`src/rtl/intr_tbl_pkg.sv`:
```
package intr_tbl_pkg;

    typedef enum logic [3:0] {
        ST_IDLE,
        ST_CHECK,
        ST_REQ_LO,
        ST_WAIT_LO,
        ST_REQ_HI,
        ST_WAIT_HI,
        ST_DECODE,
        ST_DISPATCH,
        ST_TASK,
        ST_FAULT
    } walk_state_e;

    typedef enum logic [1:0] {
        GK_INTR,
        GK_TRAP,
        GK_TASK,
        GK_BAD
    } gate_kind_e;

    localparam logic [3:0] GT_TASK = 4'h5;
    localparam logic [3:0] GT_INTR = 4'hE;
    localparam logic [3:0] GT_TRAP = 4'hF;

    localparam int SEL_W = 16;
    localparam int OFF_W = 32;
    localparam int WORD_W = 32;

    typedef struct packed {
        logic [SEL_W-1:0] sel;
        logic [OFF_W-1:0] off;
        gate_kind_e       kind;
    } gate_info_t;

endpackage

```
`src/rtl/intr_tbl_reg.sv`:
```
module intr_tbl_reg #(
    parameter int ADDR_W  = 32,
    parameter int LIMIT_W = 16
) (
    input  logic               clk,
    input  logic               rst_n,
    input  logic               wr_en,
    input  logic               wr_allow,
    input  logic [ADDR_W-1:0]  wr_base,
    input  logic [LIMIT_W-1:0] wr_limit,
    output logic [ADDR_W-1:0]  base,
    output logic [LIMIT_W-1:0] limit
);

    always_ff @(posedge clk) begin
        if (!rst_n) begin
            base  <= '0;
            limit <= '0;
        end else if (wr_en && wr_allow) begin
            base  <= wr_base;
            limit <= wr_limit;
        end
    end

    // the table register must not move while a lookup is running
    p_hold_when_busy_r2: assert property (@(posedge clk) disable iff (!rst_n)
        !wr_allow |=> ($stable(base) && $stable(limit)));

endmodule

```
`src/rtl/intr_bound_chk.sv`:
```
module intr_bound_chk #(
    parameter int ADDR_W      = 32,
    parameter int VEC_W       = 8,
    parameter int LIMIT_W     = 16,
    parameter int ENTRY_BYTES = 8
) (
    input  logic [ADDR_W-1:0]  base,
    input  logic [LIMIT_W-1:0] limit,
    input  logic [VEC_W-1:0]   vector,
    output logic [ADDR_W-1:0]  entry_addr,
    output logic               in_range
);

    localparam int SHIFT  = $clog2(ENTRY_BYTES);
    localparam int SPAN_W = VEC_W + SHIFT + 1;
    localparam int CMP_W  = (SPAN_W > LIMIT_W) ? SPAN_W : LIMIT_W;

    logic [CMP_W-1:0] last_byte;
    logic [CMP_W-1:0] limit_ext;

    always_comb begin
        entry_addr = base + (ADDR_W'(vector) << SHIFT);
        last_byte  = (CMP_W'(vector) << SHIFT) + CMP_W'(ENTRY_BYTES - 1);
        limit_ext  = CMP_W'(limit);
        in_range   = (last_byte <= limit_ext);
    end

endmodule

```
`src/rtl/intr_gate_decode.sv`:
```
module intr_gate_decode
    import intr_tbl_pkg::*;
(
    input  logic [WORD_W-1:0] word_lo,
    input  logic [15:0]       off_hi,
    input  logic              present,
    input  logic [3:0]        type_code,
    output gate_info_t        info
);

    always_comb begin
        info.sel = word_lo[31:16];
        info.off = {off_hi, word_lo[15:0]};
        if (!present) begin
            info.kind = GK_BAD;
        end else begin
            unique case (type_code)
                GT_INTR: info.kind = GK_INTR;
                GT_TRAP: info.kind = GK_TRAP;
                GT_TASK: info.kind = GK_TASK;
                default: info.kind = GK_BAD;
            endcase
        end
    end

endmodule

```
`src/rtl/intr_table_walker.sv`:
```
module intr_table_walker
    import intr_tbl_pkg::*;
#(
    parameter int ADDR_W      = 32,
    parameter int VEC_W       = 8,
    parameter int LIMIT_W     = 16,
    parameter int ENTRY_BYTES = 8
) (
    input  logic               clk,
    input  logic               rst_n,
    input  logic               tbl_wr_en,
    input  logic [ADDR_W-1:0]  tbl_wr_base,
    input  logic [LIMIT_W-1:0] tbl_wr_limit,
    input  logic               req_valid,
    input  logic [VEC_W-1:0]   req_vector,
    output logic               req_ready,
    output logic               rd_req_valid,
    input  logic               rd_req_ready,
    output logic [ADDR_W-1:0]  rd_addr,
    input  logic               rd_resp_valid,
    input  logic [31:0]        rd_resp_data,
    output logic               disp_done,
    output logic               disp_mask_intr,
    output logic               disp_task,
    output logic               disp_fault,
    output logic [15:0]        disp_sel,
    output logic [31:0]        disp_off
);

    localparam int HI_OFS = ENTRY_BYTES / 2;

    walk_state_e state_q, state_d;

    logic [VEC_W-1:0]   vec_q;
    logic [ADDR_W-1:0]  addr_q;
    logic [WORD_W-1:0]  lo_q;
    logic [15:0]        off_hi_q;
    logic               present_q;
    logic [3:0]         type_q;
    gate_info_t         info_q;

    logic [ADDR_W-1:0]  tbl_base;
    logic [LIMIT_W-1:0] tbl_limit;
    logic [ADDR_W-1:0]  entry_addr;
    logic               entry_in_range;
    gate_info_t         gate_dec;

    intr_tbl_reg #(
        .ADDR_W  (ADDR_W),
        .LIMIT_W (LIMIT_W)
    ) u_tbl_reg (
        .clk      (clk),
        .rst_n    (rst_n),
        .wr_en    (tbl_wr_en),
        .wr_allow (state_q == ST_IDLE),
        .wr_base  (tbl_wr_base),
        .wr_limit (tbl_wr_limit),
        .base     (tbl_base),
        .limit    (tbl_limit)
    );

    intr_bound_chk #(
        .ADDR_W      (ADDR_W),
        .VEC_W       (VEC_W),
        .LIMIT_W     (LIMIT_W),
        .ENTRY_BYTES (ENTRY_BYTES)
    ) u_bound_chk (
        .base       (tbl_base),
        .limit      (tbl_limit),
        .vector     (vec_q),
        .entry_addr (entry_addr),
        .in_range   (entry_in_range)
    );

    intr_gate_decode u_gate_decode (
        .word_lo   (lo_q),
        .off_hi    (off_hi_q),
        .present   (present_q),
        .type_code (type_q),
        .info      (gate_dec)
    );

    // State register
    always_ff @(posedge clk) begin
        if (!rst_n) begin
            state_q <= ST_IDLE;
        end else begin
            state_q <= state_d;
        end
    end

    // Next state
    always_comb begin
        state_d = state_q;
        unique case (state_q)
            ST_IDLE:     if (req_valid) state_d = ST_CHECK;
            ST_CHECK:    state_d = entry_in_range ? ST_REQ_LO : ST_FAULT;
            ST_REQ_LO:   if (rd_req_ready) state_d = ST_WAIT_LO;
            ST_WAIT_LO:  if (rd_resp_valid) state_d = ST_REQ_HI;
            ST_REQ_HI:   if (rd_req_ready) state_d = ST_WAIT_HI;
            ST_WAIT_HI:  if (rd_resp_valid) state_d = ST_DECODE;
            ST_DECODE: begin
                unique case (gate_dec.kind)
                    GK_INTR, GK_TRAP: state_d = ST_DISPATCH;
                    GK_TASK:          state_d = ST_TASK;
                    default:          state_d = ST_FAULT;
                endcase
            end
            ST_DISPATCH, ST_TASK, ST_FAULT: state_d = ST_IDLE;
            default:     state_d = ST_IDLE;
        endcase
    end

    // Datapath captures
    always_ff @(posedge clk) begin
        if (!rst_n) begin
            vec_q     <= '0;
            addr_q    <= '0;
            lo_q      <= '0;
            off_hi_q  <= '0;
            present_q <= 1'b0;
            type_q    <= '0;
            info_q    <= '{sel: '0, off: '0, kind: GK_BAD};
        end else begin
            if (state_q == ST_IDLE && req_valid) vec_q <= req_vector;
            if (state_q == ST_CHECK) addr_q <= entry_addr;
            if (state_q == ST_WAIT_LO && rd_resp_valid) lo_q <= rd_resp_data;
            if (state_q == ST_WAIT_HI && rd_resp_valid) begin
                off_hi_q  <= rd_resp_data[31:16];
                present_q <= rd_resp_data[15];
                type_q    <= rd_resp_data[11:8];
            end
            if (state_q == ST_DECODE) info_q <= gate_dec;
        end
    end

    // Outputs
    always_comb begin
        req_ready      = (state_q == ST_IDLE);
        rd_req_valid   = (state_q == ST_REQ_LO) || (state_q == ST_REQ_HI);
        rd_addr        = (state_q == ST_REQ_HI) ? addr_q + ADDR_W'(HI_OFS) : addr_q;
        disp_done      = (state_q == ST_DISPATCH);
        disp_mask_intr = (state_q == ST_DISPATCH) && (info_q.kind == GK_INTR);
        disp_task      = (state_q == ST_TASK);
        disp_fault     = (state_q == ST_FAULT);
        disp_sel       = info_q.sel;
        disp_off       = info_q.off;
    end

    // an accepted request makes the walker busy in the next cycle
    p_busy_after_accept_r3: assert property (@(posedge clk) disable iff (!rst_n)
        (req_valid && req_ready) |=> !req_ready);

    // a stalled read request keeps its address
    p_read_hold_r4: assert property (@(posedge clk) disable iff (!rst_n)
        (rd_req_valid && !rd_req_ready) |=> (rd_req_valid && $stable(rd_addr)));

    // an out-of-range entry faults without any read
    p_limit_no_read_r5: assert property (@(posedge clk) disable iff (!rst_n)
        (state_q == ST_CHECK && !entry_in_range) |=> (disp_fault && !rd_req_valid));

    // masking is only reported with a dispatch
    p_mask_with_done_r6: assert property (@(posedge clk) disable iff (!rst_n)
        disp_mask_intr |-> disp_done);

    // a bad entry ends in a fault
    p_bad_entry_faults_r9: assert property (@(posedge clk) disable iff (!rst_n)
        (state_q == ST_DECODE && gate_dec.kind == GK_BAD) |=> disp_fault);

    // an outcome lasts one cycle and the walker is then idle
    p_outcome_pulse_r10: assert property (@(posedge clk) disable iff (!rst_n)
        (disp_done || disp_task || disp_fault) |=>
            (!(disp_done || disp_task || disp_fault) && req_ready));

    // never more than one outcome at a time
    p_one_outcome_r10: assert property (@(posedge clk) disable iff (!rst_n)
        $countones({disp_done, disp_task, disp_fault}) <= 1);

endmodule

```
`config.mk`:
```
export PLATFORM = sky130hd
export DESIGN_NAME = intr_table_walker
export DESIGN_NICKNAME = d
export VERILOG_FILES = /design/src/rtl/intr_tbl_pkg.sv /design/src/rtl/intr_tbl_reg.sv /design/src/rtl/intr_bound_chk.sv /design/src/rtl/intr_gate_decode.sv /design/src/rtl/intr_table_walker.sv
export SDC_FILE = /design/constraint.sdc
export NUM_CORES = 1
export LEC_CHECK = 0
export ABC_AREA = 1
export BUFFER_PORTS_ARGS = -buffer_cell sky130_fd_sc_hd__buf_4
export CAP_MARGIN = 20
export CORE_MARGIN = 2
export CORE_UTILIZATION = 30
export CTS_CLUSTER_SIZE = 25
export DETAILED_ROUTE_END_ITERATION = 10
export PLACE_DENSITY = 0.5
export SLEW_MARGIN = 10
export SYNTH_ARGS = -nofsm -noshare
export SYNTH_HDL_FRONTEND = slang
export SYNTH_HIERARCHICAL = 1
export SYNTH_SLANG_ARGS = --single-unit
```
`constraint.sdc`:
```
create_clock -name clk -period 2.17 [get_ports clk]
set_clock_uncertainty 0.2 [all_clocks]
set_input_delay 0.1085 -clock clk [delete_from_list [all_inputs] [get_ports clk]]
set_output_delay 0.1085 -clock clk [all_outputs]
set_load 0.01 [all_outputs]
```
======== Word level (Yosys, flattened, before mapping) ========
Cells that the tools add are included.
word-level totals
  register bits ........................... 195
  output and inout bits ................... 86
operators by class
  multiplexer cells ....................... 11
  add/sub/neg operators ................... 3
  eq/ne operators ......................... 19
  $lt $le $gt $ge ......................... 1
  reductions and logical operators ........ 11
operators with widths
  cell                                                              number
  32-bit by 11-bit adder with 32-bit output                         1
  32-bit by 3-bit adder with 32-bit output (second input constant)  1
  32-bit two-way mux                                                1
  4-bit one-hot mux with 7 select lines                             1
  4-bit two-way mux                                                 6
  4-bit by 3-bit == test with 1-bit output (second input constant)  5
  4-bit == test (second input constant)                             4
  12-bit by 16-bit less-or-equal comparator with 1-bit output       1
  11-bit by 3-bit adder with 12-bit output (second input constant)  1
  2-bit inequality test (second input constant)                     5
  4-bit by 2-bit == test with 1-bit output (second input constant)  2
  4-bit one-hot mux with 2 select lines                             1
  2-bit one-hot mux with 3 select lines                             1
  1-bit logical AND                                                 5
  5-bit AND reduction                                               1
  4-bit by 1-bit == test with 1-bit output (second input constant)  1
  2-bit logical NOT                                                 2
  4-bit logical NOT                                                 1
  2-bit by 1-bit == test with 1-bit output (second input constant)  1
  2-bit == test (second input constant)                             1
  2-bit two-way mux                                                 1
  2-bit OR reduction                                                1
  1-bit logical OR                                                  1

======== Longest topological paths before layout ========
Gate-level depths: netlist of run 1.
  depth in word-level cells ............... 7
  gate-level depth with buffers ........... 16

======== By module ========
Netlist of run 1, hierarchy kept.
modules (own cells, without submodules)
  module             instances  cells an instance  area each (um^2)
  intr_table_walker  1          922                6611.3
  intr_tbl_reg       1          304                1966.9
  intr_bound_chk     1          316                1642.8
  intr_gate_decode   1          58                 406.6

======== Worst setup path after synthesis of run 1 ========
Ideal clock, no wire load.
  kind .................................... register to register
  from .................................... register u_tbl_reg.base[3]
  to ...................................... register addr_q[23]
  required time ........................... 1.842 ns
  arrival ................................. 1.716 ns
  slack ................................... 0.126 ns
  cell stages (with the launch flop) ...... 13
  path buffers ............................ 0
  path through ............................ dfxtp_1 -> ha_1 -> fa_1 -> nand3_1 -> nand3_2 -> nand2_1 -> nand2_4 -> nand2_2 -> inv_2 -> nand3_1 -> nand2_1 -> o21ai_0 -> a21oi_1
between the ends
  cells in the longest elaborated chain, start to end .. 1
RTL lines
  what                                       line                      text
  start: declaration                         intr_tbl_reg.sv:11        output logic [ADDR_W-1:0] base,
  start signal: assignment                   intr_tbl_reg.sv:20        base <= wr_base;
  32-bit by 11-bit adder with 32-bit output  intr_bound_chk.sv:22      entry_addr = base + (ADDR_W'(vector) << SHIFT);
  net entry_addr[23]                         intr_table_walker.sv:44   logic [ADDR_W-1:0] entry_addr;
  end signal: assignment                     intr_table_walker.sv:126  if (state_q == ST_CHECK) addr_q <= entry_addr;
  end: declaration                           intr_table_walker.sv:35   logic [ADDR_W-1:0] addr_q;
The timed path passes the listed nets, and every way through them passes these cells.
A chain may end at the register's enable or synchronous reset.

======== Final worst setup path of run 1 ========
  from .................................... register addr_q[3]
  to ...................................... output rd_addr[16]
between the ends
  cells in the longest elaborated chain, start to end .. 2
RTL lines
  what                                      line                      text
  32-bit by 3-bit adder with 32-bit output  intr_table_walker.sv:141  rd_addr = (state_q == ST_REQ_HI) ? addr_q + ADDR_W'(HI_OFS) : addr_q;
  32-bit two-way mux                        intr_table_walker.sv:141
  end: declaration                          intr_table_walker.sv:19   output logic [ADDR_W-1:0] rd_addr,
Every way passes these cells.

==> reports/qor.yml, run 1 <==
outcome:
  status: "finished with violations"
  violations: "negative setup slack"
synth:
  synth_most_common_cell: "nand2_1"
  avgSynthCellArea_sq_um: 6.64
  yosys-top-cells-area: "dfxtp_1, nand2_1, nor2_1"
  synth_area_leader_cell: "dfxtp_1"
  synth-compound-area-share: 0.103
  synth_seq_cells: 195
  yosys-top-cells-count: "nand2_1, nor2_1, dfxtp_1, inv_1, o21ai_0"
  synth_edf_count: 0
  syn_nets: 1712
  synthesis.area_sq_um: 10600
  synth.top_cell.area_share: 0.367
  synth_fa_ha_area_frac: 0.0219
  yosys_warnings: 6
  synthMuxAreaShare: 0
  synth_flop_cell: "dfxtp_1"
  synthXorXnorAreaFrac: 0.0223
  yosysSeqAreaShare: 0.367
  yosys.area_share.simple: 0.317
  async_reset_ff_frac: 0
  syn_inst: 1600
  yosysUniqueCellTypes: 33
  synth_top_family_by_area: "simple AND/OR/NAND/NOR gates"
global_routing:
  antenna_found_initial: 0
  grt_first_pass_wirelength_mm: 46.9
  grt_pass1_vias: 9054
  grt.total_usage: 0.163
  grt_remaining_overflow: 0
  grt_max_degree: 101
timing:
  worst_slack_ns: -0.0532
  period_needed_ns: 2.22
  hold_viol_final: 0
  max_freq_mhz: 450
  slew_violations: 0
  rsz0062_at_grt: "true"
  fin_crit_sh: 1.02
  tightest_slew_ns: 0.586
  finalSetupViolations: 2
  hold_slack_ns: 0.0325
  slew_headroom: 0.609
clock_network:
  ctsHtreeMaxLevel: 4
  cts_tree: "done"
  numCtsBuffers: 17
  cts.clk_slew.worst_paths_ns: 0.08
  clk_latency_ns: 0.45
  clk_path_buf_depth: 2
  cts_root_buf: "clkbuf_16"
  cts.sink_count: 195
finish:
  fin_cells: 2255
  area.growth.synth_to_final_pct: 31.1
  diodes: 0
  fin_area_sq_um: 13900
  nets: 1899
  drive_above_1_share: 0.224
flow_run:
  drv_cap: 0
setup_path:
  cp_slowest_stage_delay_ns: 0.38
  path_cells: "ha_4, nand3_4, nor2_4, nand2_4, nor2_4, buf_6, xor2_2, buf_4"
  cp_num_buf_inv: 2
  critPathLaunchType: "flip-flop"
  worst_path_max_delay_cell: "dfxtp_4"
  cp.required_ns: 1.86
  end_kind: "output port"
  path_class: "reg -> out"
  crit_fanout: 5
  cpMostUsedCell: "nor2_4"
  worstPathArrival_ns: 1.91
  cpLargestDelayFamily: "simple AND/OR/NAND/NOR gates"
routing:
  drtAntennaViolNets: 0
  drt-vias-per-instance: 4.36
  drc: 0
  first_pass_iters: 7
  vias: 9829
  wl_per_cell_um: 13.3
  finalWirelength_mm: 30.0
  drtIter0Drc: 520
floorplanning:
  core_sq_um: 34700
  die_area_sq_um: 36900
  die_x_um: 192
  start_util: 0.306
  rows: 68
  io_pins: 180
  die_h_um: 192
power_and_ir_drop:
  irDropWorstVdd_v: 0.000622
  total_power_mw: 13.8
  power_density_nw_per_um2: 990
  p_leak_nw: 6.23
placed_design:
  port_buffers: 179
  preCtsSetupSlack_ns: 0.0606
  dp_hpwl_mm: 21.6
  placed_area_sq_um: 11800
  dp.cells: 2104
  gp_congestion: 0.901
hold_path:
  hold_path.class: "in -> reg"
==> final timing paths <==
kind / startpoint / to / slack [ns] / cells after the start
max: addr_q[3]$_SDFFE_PN0N_ / rd_addr[16] / -0.05 / 8
min: req_valid / vec_q[0]$_SDFFE_PN0P_ / 0.03 / 4
max reg2reg: state_q[1]$_SDFFE_PN0P_ / u_tbl_reg/base[2]$_SDFFE_PN0P_ / 0.10 / 9
min reg2reg: lo_q[12]$_SDFFE_PN0P_ / lo_q[12]$_SDFFE_PN0P_ / 0.24 / 2
==> flip-flops by register name, summed over array words and instances, names as in the netlist <==
name	flops
type_q	4
u_tbl_reg/base	32
state_q	4
addr_q	32
disp_off	32
vec_q	8
u_tbl_reg/limit	16
present_q	1
info_q	2
off_hi_q	16
lo_q	32
disp_sel	16
==> logic make-up (layout without fill, tap and decap cells) <==
family / count (synthesis) / in the layout
xor+xnor: 27 / 27
simple gates: 785 / 785
buf+inv: 357 / 557
fa+ha+maj: 18 / 18
flops: 195 / 195
compound gates: 218 / 218
==> where the power goes <==
group | switching (mW) | internal, mW | total [mW]
sequential | 0.816 | 4.42 | 5.24
clock | 1.50 | 1.75 | 3.24
combinational | 2.99 | 2.32 | 5.31
total | 5.30 | 8.49 | 13.8
==> worst min-delay path, cell delays in order <==
cell     delay, ns
buf_4         0.15
nand2_1       0.21
nand2_1       0.11
a21oi_1       0.05
==> layer usage <==
metal  share of wire  wire length, um  vias up  GRT usage
met2            0.45            13500      202      0.261
met1            0.49            14700     4388      0.223
met4           0.017              507        0     0.0499
met5               0                0        -          0
li1                -                -     5219          -
met3           0.044             1320       20     0.0263
==> what timing repair did <==
action                     in CTS  in global routing
hold endpoints to repair      142                  0
resized for setup              52                 80
hold buffers                  102                  0
setup endpoints to repair      24                 47
pin swaps                      13                 20
setup buffers                   6                 11
==> layout make-up <==
| type | count | area [sq um] |
|---|---|---|
| inverter | 198 | 743 |
| clock buffer | 19 | 443 |
| sequential | 195 | 3990 |
| multi-input combinational | 1048 | 5240 |
| fill | 3720 | 20800 |
| tap | 455 | 569 |
| clock inverter | 13 | 149 |
| timing repair buffer | 327 | 2800 |
==> per-stage QoR <==
step / TNS, ns / util
after global placement: 0 / 0.339
after detailed placement: 0 / 0.339
final: -0.0744 / 0.401
after floorplan: 0 / -
after CTS: -0.224 / 0.391
after global routing: -1.75 / 0.401
==> layout by cell type (no fill, tap or decap), types with 24 or more instances in the layout <==
| master | n |
|---|---|
| o21ai_0 | 134 |
| a21oi_1 | 76 |
| nand2_2 | 24 |
| inv_1 | 188 |
| nor2_2 | 24 |
| nor2_1 | 278 |
| nand2_1 | 330 |
| dfxtp_1 | 162 |
| nand3_1 | 55 |
| dlygate4sd3_1 | 102 |
| buf_4 | 209 |
Power figures use the tool's default switching activity.
==> inputs of run 2 (changes only) <==
Settings changed: SKIP_CTS_REPAIR_TIMING set to 1.
==> run 2 against run 1 <==
  * Via count shrank 0.33%
  * Power shrank 1.6%
  * Non-clock buffer count is 12 lower
  * Highest routed layer unchanged
  * Sequential share of layout area rose by 0.26 points
  * Sequential power about the same
  * Critical endpoint unchanged
  * The run still ends with negative setup slack left
==> reports/qor.yml, run 2 (same netlist as run 1, synthesis figures left out) <==
finish:
  fin_cells: 2244  # -0.49%
  drive_above_1_share: 0.219  # -0.00589
  mostFrequentLayoutCells: "nand2_1, nor2_1, buf_4, inv_1, dfxtp_1"
  nets: 1888  # -0.58%
  fin_area_sq_um: 13800  # -1.2%
  n_fill_cell: 3750  # +0.81%
  diodes: 0  # unchanged
  layout.cells.most_common: "nand2_1"
  area.growth.synth_to_final_pct: 29.5
timing:
  rsz0062_at_grt: "true"
  fin_crit_sh: 1.04  # +0.0184
  max_freq_mhz: 442  # -1.8%
  slew_headroom: 0.609  # about the same
  tns_ns: -0.421  # -0.347 ns
  hold_viol_final: 0  # unchanged
  worst_slack_ns: -0.0932  # -0.0400 ns
  period_needed_ns: 2.26  # +0.0400 ns
  tightest_slew_ns: 0.586  # +0.0000456 ns
  finalSetupViolations: 10  # +8
  slew_violations: 0  # unchanged
power_and_ir_drop:
  power_density_nw_per_um2: 986  # -0.35%
  irDropWorstVdd_v: 0.000618  # -0.67%
  p_leak_nw: 6.17  # -0.99%
floorplanning:
  core_sq_um: 34700  # unchanged
  rows: 68  # unchanged
  io_pins: 180  # unchanged
  die_area_sq_um: 36900  # unchanged
  die_h_um: 192  # unchanged
  die_x_um: 192  # unchanged
  start_util: 0.306  # unchanged
placed_design:
  placed_area_sq_um: 11800  # unchanged
  port_buffers: 179  # unchanged
  dp_hpwl_mm: 21.6  # unchanged
  dp.cells: 2104  # unchanged
  gp_congestion: 0.901  # unchanged
flow_run:
  drv_cap: 0  # unchanged
routing:
  drt-vias-per-instance: 4.37  # +0.16%
  finalWirelength_mm: 30.1  # +0.14%
  wl_per_cell_um: 13.4  # +0.63%
  drc: 0  # unchanged
  drtAntennaViolNets: 0  # unchanged
  vias: 9797  # -0.33%
  first_pass_iters: 5  # -2
  drtIter0Drc: 534  # +2.7%
clock_network:
  numCtsBuffers: 17  # unchanged
  clk_latency_ns: 0.45  # about the same
  cts_tree: "done"
  cts.clk_slew.worst_paths_ns: 0.07  # about the same
  cts_root_buf: "clkbuf_16"
  clk_path_buf_depth: 2  # unchanged
  ctsHtreeMaxLevel: 4  # unchanged
  cts.sink_count: 195  # unchanged
setup_path:
  cp-startpoint: "addr_q[3]$_SDFFE_PN0N_"
  end_kind: "output port"
  r2r_end: "vec_q[2]$_SDFFE_PN0P_"
  cp-endpoint: "rd_addr[16]"
  timing.rr.start: "state_q[2]$_SDFFE_PN0P_"
  cp.required_ns: 1.86  # about the same
  reg2reg_depth: 8  # -1
  worstPathArrival_ns: 1.95  # +0.04 ns
  path_class: "reg -> out"
  critPathLaunchType: "flip-flop"
  crit_fanout: 5  # unchanged
  ff2ff_setup_slack_ns: 0.10  # about the same
global_routing:
  grt_pass1_vias: 8606  # -4.9%
  antenna_found_initial: 0  # unchanged
  grt_remaining_overflow: 0  # unchanged
  grt.total_usage: 0.159  # -0.00398
  grt_max_degree: 101  # unchanged
  grt_first_pass_wirelength_mm: 45.6  # -2.9%
outcome:
  status: "finished with violations"
  violations: "negative setup slack"
hold_path:
  hold_path.class: "in -> reg"
[run 2: cell types whose count changed in the layout (fill, tap and decap cells not counted), moves of 2 or more]
cell,previous run,this run
dlygate4sd3_1,102,95
nor2_1,278,284
dfxtp_2,17,22
dfxtp_4,16,11
nor2_2,24,19
buf_6,11,9
nand2_1,330,332
nand3_1,55,57
[run 2: how the worst min path moves through the flow]
stage,cells after the start,to,start,slack [ns]
6_report,4,u_tbl_reg/base[2]$_SDFFE_PN0P_,tbl_wr_en,0.003
5_1_grt,4,u_tbl_reg/base[2]$_SDFFE_PN0P_,tbl_wr_en,0.001
4_1_cts,3,u_tbl_reg/base[6]$_SDFFE_PN0P_,tbl_wr_base[6],-0.34
3_5_place_dp,3,u_tbl_reg/base[13]$_SDFFE_PN0P_,tbl_wr_base[13],0.14
3_3_place_gp,3,u_tbl_reg/base[1]$_SDFFE_PN0P_,tbl_wr_base[1],0.13
2_1_floorplan,2,u_tbl_reg/base[0]$_SDFFE_PN0P_,tbl_wr_base[0],0.04
[run 2: critical path: stages (launching register included)]
cell and delay (ns):
dfxtp_4 0.37, ha_2 0.20, nand3_2 0.11, nor2_4 0.15, nand2_4 0.11, nor2_4 0.20
xor2_1 0.22, buf_4 0.16
[run 2: report_power, final]
group | internal, mW | switching [mW]
Sequential | 4.41 | 0.810
Clock | 1.75 | 1.49
Combinational | 2.19 | 2.93
Total | 8.35 | 5.23
[run 2: per-stage QoR]
| step | setup WS (ns) | hold WS (ns) | total power, mW | utilization |
|---|---|---|---|---|
| global route | -0.219 | 0.00139 | 14.6 | 0.397 |
| floorplan | 0.126 | 0.0434 | 8.21 | - |
| CTS | -0.311 | -0.342 | 13.1 | 0.356 |
| detailed placement | 0.0606 | 0.136 | 9.84 | 0.339 |
| global placement | 0.111 | 0.131 | 9.82 | 0.339 |
| finish | -0.0932 | 0.00305 | 13.6 | 0.397 |
[run 2: final cells by class]
type,count,area (sq um),share of cell area
multi-input cells,1049,5220,0.379
well taps,455,569,0.0414
flip-flops and latches,195,3970,0.289
clock buffers,19,443,0.0322
clock inverters,13,149,0.0108
repair buffers,315,2670,0.194
inverters,198,743,0.0540
[run 2: routing by layer]
metal | global-route usage | part of all wire | routed length (um)
met1 | 0.223 | 0.49 | 14800
met2 | 0.246 | 0.45 | 13600
met3 | 0.0274 | 0.042 | 1250
met4 | 0.0484 | 0.014 | 413
met5 | 0 | 0 | 0
